## config.mk

```make
export PLATFORM = sky130hd
export DESIGN_NAME = serial_rx_vote
export DESIGN_NICKNAME = d
export VERILOG_FILES = /design/src/rtl/serial_rx_pkg.sv /design/src/rtl/rx_line_sync.sv /design/src/rtl/rx_bit_timer.sv /design/src/rtl/rx_triple_vote.sv /design/src/rtl/serial_rx_vote.sv
export SDC_FILE = /design/constraint.sdc
export NUM_CORES = 1
export LEC_CHECK = 0
export BUFFER_PORTS_ARGS = -buffer_cell sky130_fd_sc_hd__buf_4
export CAP_MARGIN = 10
export CELL_PAD_IN_SITES_DETAIL_PLACEMENT = 1
export CELL_PAD_IN_SITES_GLOBAL_PLACEMENT = 1
export CORE_UTILIZATION = 49
export CTS_BUF_LIST = sky130_fd_sc_hd__clkbuf_4
export DETAILED_ROUTE_END_ITERATION = 8
export GPL_ROUTABILITY_DRIVEN = 0
export GPL_TIMING_DRIVEN = 1
export PLACE_DENSITY_LB_ADDON = 0.08
export SLEW_MARGIN = 20
export SYNTH_ARGS = -nofsm -noshare
export SYNTH_HDL_FRONTEND = slang
export SYNTH_HIERARCHICAL = 1
export SYNTH_SLANG_ARGS = --single-unit
```

## constraint.sdc

```tcl
create_clock -name clk_i -period 3.25 [get_ports clk_i]
set_clock_uncertainty 0.1 [all_clocks]
set_input_delay 0.8125 -clock clk_i [delete_from_list [all_inputs] [get_ports clk_i]]
set_output_delay 0.8125 -clock clk_i [all_outputs]
set_load 0.02 [all_outputs]
```

## src/rtl/serial_rx_pkg.sv

```systemverilog
package serial_rx_pkg;
  typedef enum logic [2:0] {
    ST_HUNT,
    ST_IDLE,
    ST_START,
    ST_DATA,
    ST_PAR,
    ST_STOP
  } rx_state_e;

  function automatic logic maj3(input logic a, input logic b, input logic c);
    return (a & b) | (a & c) | (b & c);
  endfunction
endpackage

```

## src/rtl/rx_line_sync.sv

```systemverilog
module rx_line_sync #(
  parameter int STAGES = 2
) (
  input  logic clk_i,
  input  logic rst_ni,
  input  logic d_i,
  output logic q_o
);
  logic [STAGES-1:0] chain_q;

  generate
    if (STAGES == 1) begin : g_one
      always_ff @(posedge clk_i or negedge rst_ni)
        if (!rst_ni) chain_q <= '1;
        else         chain_q <= d_i;
    end else begin : g_many
      always_ff @(posedge clk_i or negedge rst_ni)
        if (!rst_ni) chain_q <= '1;
        else         chain_q <= {chain_q[STAGES-2:0], d_i};
    end
  endgenerate

  assign q_o = chain_q[STAGES-1];
endmodule

```

## src/rtl/rx_bit_timer.sv

```systemverilog
module rx_bit_timer #(
  parameter int OSR = 16
) (
  input  logic clk_i,
  input  logic rst_ni,
  input  logic tick_i,
  input  logic clear_i,
  input  logic run_i,
  output logic take0_o,
  output logic take1_o,
  output logic take2_o,
  output logic bit_end_o
);
  localparam int PH_W = $clog2(OSR);
  localparam int MID  = OSR / 2;
  localparam logic [PH_W-1:0] PH_T0   = PH_W'(MID - 1);
  localparam logic [PH_W-1:0] PH_T1   = PH_W'(MID);
  localparam logic [PH_W-1:0] PH_T2   = PH_W'(MID + 1);
  localparam logic [PH_W-1:0] PH_LAST = PH_W'(OSR - 1);

  // phase_q holds the phase of the next tick
  logic [PH_W-1:0] phase_q;
  logic            adv;

  assign adv = tick_i & run_i;

  always_ff @(posedge clk_i or negedge rst_ni) begin
    if (!rst_ni)      phase_q <= '0;
    else if (clear_i) phase_q <= PH_W'(1);
    else if (adv)     phase_q <= (phase_q == PH_LAST) ? '0 : phase_q + 1'b1;
  end

  assign take0_o   = adv & (phase_q == PH_T0);
  assign take1_o   = adv & (phase_q == PH_T1);
  assign take2_o   = adv & (phase_q == PH_T2);
  assign bit_end_o = adv & (phase_q == PH_LAST);
endmodule

```

## src/rtl/rx_triple_vote.sv

```systemverilog
module rx_triple_vote
  import serial_rx_pkg::*;
(
  input  logic clk_i,
  input  logic rst_ni,
  input  logic line_i,
  input  logic take0_i,
  input  logic take1_i,
  output logic vote_o,
  output logic noisy_o
);
  logic s0_q, s1_q;

  always_ff @(posedge clk_i or negedge rst_ni) begin
    if (!rst_ni) begin
      s0_q <= 1'b1;
      s1_q <= 1'b1;
    end else begin
      if (take0_i) s0_q <= line_i;
      if (take1_i) s1_q <= line_i;
    end
  end

  // valid in the cycle of the third sample
  assign vote_o  = maj3(s0_q, s1_q, line_i);
  assign noisy_o = !((s0_q == s1_q) && (s1_q == line_i));
endmodule

```

## src/rtl/serial_rx_vote.sv

```systemverilog
module serial_rx_vote
  import serial_rx_pkg::*;
#(
  parameter int DATA_W      = 8,
  parameter int OSR         = 16,
  parameter int SYNC_STAGES = 2
) (
  input  logic              clk_i,
  input  logic              rst_ni,
  input  logic              tick_i,
  input  logic              rxd_i,
  input  logic              par_en_i,
  input  logic              par_odd_i,
  output logic [DATA_W-1:0] data_o,
  output logic              valid_o,
  output logic              noise_err_o,
  output logic              par_err_o,
  output logic              frame_err_o
);
  localparam int CNT_W = $clog2(DATA_W + 1);
  localparam logic [CNT_W-1:0] LAST_BIT = CNT_W'(DATA_W - 1);

  rx_state_e         state_q;
  logic              line;
  logic              busy, start_det;
  logic              take0, take1, take2, bit_end;
  logic              vote, noisy;
  logic [CNT_W-1:0]  bit_cnt_q;
  logic [DATA_W-1:0] shreg_q, data_q;
  logic              noise_acc_q, par_acc_q, par_bad_q, stop_ok_q;
  logic              valid_q, noise_q, par_q, frame_q;

  rx_line_sync #(.STAGES(SYNC_STAGES)) u_sync (
    .clk_i (clk_i),
    .rst_ni(rst_ni),
    .d_i   (rxd_i),
    .q_o   (line)
  );

  assign busy      = (state_q == ST_START) || (state_q == ST_DATA) ||
                     (state_q == ST_PAR)   || (state_q == ST_STOP);
  assign start_det = (state_q == ST_IDLE) && tick_i && !line;

  rx_bit_timer #(.OSR(OSR)) u_timer (
    .clk_i    (clk_i),
    .rst_ni   (rst_ni),
    .tick_i   (tick_i),
    .clear_i  (start_det),
    .run_i    (busy),
    .take0_o  (take0),
    .take1_o  (take1),
    .take2_o  (take2),
    .bit_end_o(bit_end)
  );

  rx_triple_vote u_vote (
    .clk_i  (clk_i),
    .rst_ni (rst_ni),
    .line_i (line),
    .take0_i(take0),
    .take1_i(take1),
    .vote_o (vote),
    .noisy_o(noisy)
  );

  always_ff @(posedge clk_i or negedge rst_ni) begin
    if (!rst_ni) begin
      state_q     <= ST_HUNT;
      bit_cnt_q   <= '0;
      shreg_q     <= '0;
      data_q      <= '0;
      noise_acc_q <= 1'b0;
      par_acc_q   <= 1'b0;
      par_bad_q   <= 1'b0;
      stop_ok_q   <= 1'b0;
      valid_q     <= 1'b0;
      noise_q     <= 1'b0;
      par_q       <= 1'b0;
      frame_q     <= 1'b0;
    end else begin
      valid_q <= 1'b0;
      if (take2) noise_acc_q <= noise_acc_q | noisy;
      unique case (state_q)
        ST_HUNT: begin
          if (tick_i && line) state_q <= ST_IDLE;
        end
        ST_IDLE: begin
          if (start_det) begin
            state_q     <= ST_START;
            noise_q     <= 1'b0;
            par_q       <= 1'b0;
            frame_q     <= 1'b0;
            noise_acc_q <= 1'b0;
            par_acc_q   <= 1'b0;
            par_bad_q   <= 1'b0;
          end
        end
        ST_START: begin
          if (take2 && vote) begin
            state_q <= ST_IDLE;
          end else if (bit_end) begin
            state_q   <= ST_DATA;
            bit_cnt_q <= '0;
          end
        end
        ST_DATA: begin
          if (take2) begin
            shreg_q   <= {vote, shreg_q[DATA_W-1:1]};
            par_acc_q <= par_acc_q ^ vote;
          end
          if (bit_end) begin
            if (bit_cnt_q == LAST_BIT) state_q <= par_en_i ? ST_PAR : ST_STOP;
            else                       bit_cnt_q <= bit_cnt_q + 1'b1;
          end
        end
        ST_PAR: begin
          if (take2)   par_bad_q <= (par_acc_q ^ vote) != par_odd_i;
          if (bit_end) state_q <= ST_STOP;
        end
        ST_STOP: begin
          if (take2) stop_ok_q <= vote;
          if (bit_end) begin
            valid_q <= 1'b1;
            data_q  <= shreg_q;
            noise_q <= noise_acc_q;
            par_q   <= par_en_i & par_bad_q;
            frame_q <= !stop_ok_q;
            state_q <= stop_ok_q ? ST_IDLE : ST_HUNT;
          end
        end
        default: state_q <= ST_HUNT;
      endcase
    end
  end

  assign data_o      = data_q;
  assign valid_o     = valid_q;
  assign noise_err_o = noise_q;
  assign par_err_o   = par_q;
  assign frame_err_o = frame_q;
endmodule

```

* Word level (Yosys, flattened, before mapping) *
Index checks and enable logic that the tools add are counted.

storage, ports and cells
  register bits = 39
  input port bits = 6
  word-level logic and storage cells = 116

operators by class
  $add $sub $neg = 2
  eq/ne operators = 25
  mux-type cells = 35
  bitwise logic cells = 13
  reduce and logical (&&, ||, !) cells = 25

operators by type and width
  cell                                                 number
  two-way mux 4 bit                                    7
  two-way mux 3 bit                                    8
  != test 2 bit, second input constant                 10
  case mux 3 bit (6 select lines)                      1
  two-way mux 1 bit                                    13
  equality test 4 bit, second input constant           3
  case mux 1 bit (2 select lines)                      5
  nonzero test 2 bit                                   5
  bitwise AND 1 bit                                    9
  AND reduction 3 bit                                  3
  adder 4 x 1 -> 4 bit, second input constant          2
  equality test 4 x 3 -> 1 bit, second input constant  2
  case mux 4 bit (2 select lines)                      1
  AND reduction 7 bit                                  1
  equality test 3 x 2 -> 1 bit, second input constant  2
  equality test 3 bit, second input constant           2
  AND reduction 2 bit                                  3
  logical AND 1 bit                                    5
  AND reduction 5 bit                                  1
  equality test 3 x 1 -> 1 bit, second input constant  1
  zero test 1 bit                                      3
  zero test 3 bit                                      1
  logical OR 1 bit                                     3
  != test 3 x 2 -> 1 bit, second input constant        1
  5 further kinds                                      8

* Logic depth before layout (Yosys ltp) *
  depth after elaboration = 9
  depth in mapped cells = 10

* Cells and area by module *
Netlist, hierarchy kept.

modules (own cells, without submodules)
  module          times used  cells each  area an instance (µm²)  seq. area each (µm²)
  serial_rx_vote  1           124         1492.7                  775.7
  rx_bit_timer    1           29          259.0                   100.1
  rx_triple_vote  1           8           118.9                   52.6
  rx_line_sync    1           2           52.6                    52.6

* Least setup slack after synthesis *
Ideal clock, no wire load.

  path type = register to register
  from = register state_q[2]
  to = register bit_cnt_q[2]
  data arrival time = 2.193 ns
  data required time = 3.025 ns
  slack = 0.832 ns
  stages on the path, launching flop included = 10
  buffers on the path = 1
  period minus slack after synthesis = 2.418 ns
  path through = dfrtp_1 buf_6 and2b_1 or2_2 nand3_1 nor3b_1 nand2_1 o211a_1 a21oi_1 a21oi_1

on the way
  cells in the longest elaborated chain, start to end = 9
  elaborated cells on any way between the ends = 18
  classes of those cells = eq/ne (8); mux (1); bitwise (3); reduce/logical (6)

ends and longest elaborated chain
  what                             RTL line               RTL
  start: declaration               serial_rx_vote.sv:23   rx_state_e state_q;
  start signal: assignment         serial_rx_vote.sv:112  if (bit_cnt_q == LAST_BIT) state_q <= par_en_i ? ST_PAR : ST_STOP;
  start signal: assignment         serial_rx_vote.sv:128  state_q <= stop_ok_q ? ST_IDLE : ST_HUNT;
  equality test 3 x 2 -> 1 bit     serial_rx_vote.sv:40   assign busy = (state_q == ST_START) || (state_q == ST_DATA) ||
  logical OR 1 bit (2 in a row)    serial_rx_vote.sv:40
  logical OR 1 bit *               serial_rx_vote.sv:41   (state_q == ST_PAR) || (state_q == ST_STOP);
  named net busy                   serial_rx_vote.sv:25   logic busy, start_det;
  bitwise AND 1 bit *              rx_bit_timer.sv:25     assign adv = tick_i & run_i;
  bitwise AND 1 bit *              rx_bit_timer.sv:35     assign take2_o = adv & (phase_q == PH_T2);
  named net take2                  serial_rx_vote.sv:26   logic take0, take1, take2, bit_end;
  logical AND 1 bit *              serial_rx_vote.sv:99   if (take2 && vote) begin
  != test 2 bit (no line) *        -
  AND reduction 5 bit (no line) *  -
  end signal: assignment           serial_rx_vote.sv:113  else bit_cnt_q <= bit_cnt_q + 1'b1;
  end: declaration                 serial_rx_vote.sv:28   logic [CNT_W-1:0] bit_cnt_q;

The timed path passes the listed nets; every way through them passes the cells marked *.
A chain may end at the register's enable or synchronous reset.

* Worst setup path in the final report *
  from = register state_q[2]
  to = register state_q[2]

on the way
  cells in the longest elaborated chain, start to end = 9
  elaborated cells on any way between the ends = 25
  classes of those cells = eq/ne (12); mux (2); bitwise (3); reduce/logical (8)

ends and longest elaborated chain
  what                                                                              RTL line
  equality test 3 x 2 -> 1 bit                                                      serial_rx_vote.sv:40
  logical OR 1 bit (2 in a row)                                                     serial_rx_vote.sv:40
  logical OR 1 bit *                                                                serial_rx_vote.sv:41
  named net busy                                                                    serial_rx_vote.sv:25
  bitwise AND 1 bit *                                                               rx_bit_timer.sv:25
  bitwise AND 1 bit *                                                               rx_bit_timer.sv:35
  named net take2                                                                   serial_rx_vote.sv:26
  logical AND 1 bit *                                                               serial_rx_vote.sv:99
  != test 3 x 2 -> 1 bit (no line) or two-way mux 3 bit (tied branches)             -
  AND reduction 7 bit (no line) or case mux 3 bit (6 select lines) (tied branches)  -

Marked as above.

==> flow_summary_export.csv <==
group,metric,value,unit
route,via_per_inst,5.71,
cells_and_area,layout-drive-gt1-share,0.268,
floorplanning,start_util,0.518,
clock_tree,cts_root_buf,"clkbuf_4",
grt,grt_start_max_net_pins,40,
synth,synth_seq_cells,39,
critical_path,cp-start-kind,"register",
synth,yosysMostFrequentCell,"dfrtp_1",
timing,setup_viol,0,
synth,yosysTopAreaCellShare,0.455,
clock_tree,cts_repair_resize_count,0,
synth,ys_warn_count,6,
floorplanning,rows,22,
synth,post_synth.cell_area_avg,11.8,sq um
place,port-buffer-count,17,
critical_path,crit_path_end_kind,"register",
timing,tightest_slew,0.652,ns
synth,synth-main-ff-cell,"dfrtp_1",
route,vias,1318,
min_path,hold_path_end,"u_sync/chain_q[1]",
clock_tree,htreeDepth,2,
timing,period_needed,2.63,ns
cells_and_area,multi_input_area,870,sq um
synth,synth_cell_type_count,50,
grt,grt_antenna_before_repair,0,
outcome,status,"complete, no violations",
power,irDropWorstVdd,0.000369,V
min_path,holdPathStages,0,
floorplanning,fp.dieW,64.6,um
critical_path,r2r-start,"state_q[2]",
timing,rsz0062_at_grt,"no",
route,drt-pass1-iter-count,4,
timing,drv_slew,0,
run,maxCapViolations,0,
grt,grt_pass1_vias,1432,
synth,synth_top_cell_by_area,"dfrtp_1",
grt,grtUsageTotal,0.228,
cells_and_area,postLayoutCoreUtil,0.571,
synth,synthArstFlopShare,1.00,
timing,fin_crit_sh,0.810,
cells_and_area,regArea,981,sq um
synth,synth_area_leaders,"dfrtp_1 46%, mux2_1 5.9%, dfstp_2 5.5%",
critical_path,critical_path_arrival,2.77,ns
cells_and_area,fill_cells,418,
grt,grt_pass1_wl,6.97,mm
route,drc,0,
min_path,hold_class,"register to register",
cells_and_area,diodes,0,
critical_path,r2r_slack,0.62,ns
clock_tree,cts_buffers,5,
critical_path,worstPathMaxFanout,12,
floorplanning,die_h,64.6,um
clock_tree,postCtsSetupBuffers,0,
cells_and_area,syn2layout_area_growth,10.3,%
timing,fin_tns_setup,0,ns
route,drt-initial-drc-count,55,
timing,max_freq,0.380,GHz
power,leakage,1.02,nW
floorplanning,coreArea,3720,sq um
route,routed_wl,4.09,mm
route,wl_per_cell,17.7,um
critical_path,crit_required,3.39,ns
critical_path,r2r_cells,9,
clock_tree,cts_hold_buf,0,
critical_path,worstSetupPathType,"register to register",
power,power_density,611,nW/um^2
clock_tree,clk_pin_slew_worst_paths,0.12,ns
synth,syn-cell-area,1920,sq um
floorplanning,ios,18,
clock_tree,worstSkewPairLatency,0.34,ns
synth,syn_inst,163,
clock_tree,cts_tree,"built",
synth,synth_edf_count,0,
place,dp_hpwl,2.93,mm
synth,synth_common_cells,"35 x dfrtp_1, 14 x nand2_1, 10 x mux2_1, 9 x mux2_2, 9 x nand3_1",
route,postRouteAntennaNets,0,
timing,timing.slew.headroom,0.563,
clock_tree,clock_sinks,39,
critical_path,r2r_end,"state_q[2]",
grt,grt-ovfl-total,0,
clock_tree,cts_max_path_buffers,2,
floorplanning,dieArea,4180,sq um
synth,yosysSeqAreaShare,0.510,
cells_and_area,nets,194,
timing,hold_viol_final,0,
synth,synth_nets,175,
min_path,hp-start,"u_sync/chain_q[0]",
[per-stage QoR]
step	area [sq um]	hold slack, ns	setup WS [ns]	instances	total power, mW
finish	2120	0.276	0.619	231	1.30
global route	2120	0.280	0.385	231	1.38
CTS	2120	0.276	0.622	231	1.31
detailed placement	2070	0.261	0.671	223	1.06
global placement	2070	0.246	0.767	223	1.03
floorplan	1920	0.245	0.832	163	0.958
[how the worst max path moves through the flow]
stage               depth (start not counted)           end  slack (ns)  startpoint
floorplan                                   9  bit_cnt_q[2]        0.83  state_q[2]
global route                                9    state_q[2]        0.39  state_q[1]
global placement                            9    state_q[2]        0.77  state_q[1]
CTS                                         9    state_q[2]        0.62  state_q[2]
finish                                      9    state_q[2]        0.62  state_q[2]
detailed placement                          9    state_q[2]        0.67  state_q[1]
[power breakdown]
part / total (mW) / internal, mW / switching [mW]
registers: 0.698 / 0.582 / 0.116
logic: 0.355 / 0.168 / 0.186
clock network: 0.245 / 0.0897 / 0.155
total: 1.30 / 0.840 / 0.457
[critical path, stage by stage, from the launching register on]
cell     delay, ns
dfrtp_1       0.56
nor2b_4       0.28
or2_2         0.18
nand3_1       0.13
nor3b_1       0.25
buf_4         0.20
nand2_1       0.12
o21ai_0       0.28
o21ai_1       0.14
o21ai_0       0.30
[sequential cells by signal (all words and copies together) (netlist names)]
signal / flops
data_o: 8
shreg_q: 8
bit_cnt_q: 4
u_timer/phase_q: 4
state_q: 3
u_sync/chain_q: 2
frame_err_o: 1
noise_acc_q: 1
noise_err_o: 1
par_acc_q: 1
par_bad_q: 1
par_err_o: 1
stop_ok_q: 1
u_vote/s0_q: 1
u_vote/s1_q: 1
valid_o: 1
[layout by cell type, fill, tap and decap left out, types with 3 or more instances in the layout]
master    Yosys  routed
ha_1          6       6
mux2_1       10      10
dfrtp_1      35      35
inv_1         6       6
nor3b_1       3       3
mux2_2        9       9
xnor2_1       3       3
nand2_1      14      14
o21ai_0       4       4
nor2_1        3       3
dfstp_2       4       4
a31oi_1       3       3
buf_4         3      18
nand3_1       9       9
a21oi_1       8       8
clkbuf_4      0       6
[cell type report]
type                       count  share of cell area
tap                           48              0.0283
clock buffer                   6              0.0212
inverter                       6              0.0106
sequential                    39               0.462
multi-input combinational    112               0.410
timing repair buffer          18              0.0637
clock inverter                 2             0.00413
[metal layers]
layer	routed length, um	vias to the layer above	track usage
li1	-	622	-
met5	0	-	0
met2	2020	26	0.383
met1	1840	662	0.279
met4	85	0	0.0889
met3	148	8	0.0599
[cell families (layout without fill, tap and decap cells)]
family | count (synthesis) | in the layout | share of synthesized area
multiplexers | 21 | 21 | 0.124
AO/OA/AOI/OAI | 31 | 31 | 0.107
adder cells (fa/ha/maj) | 6 | 6 | 0.0390
flip-flops | 39 | 39 | 0.510
XOR/XNOR | 4 | 4 | 0.0182
buffers and inverters | 12 | 32 | 0.0377
AND/OR/NAND/NOR | 50 | 50 | 0.163
(Power assumes the default switching activity.)
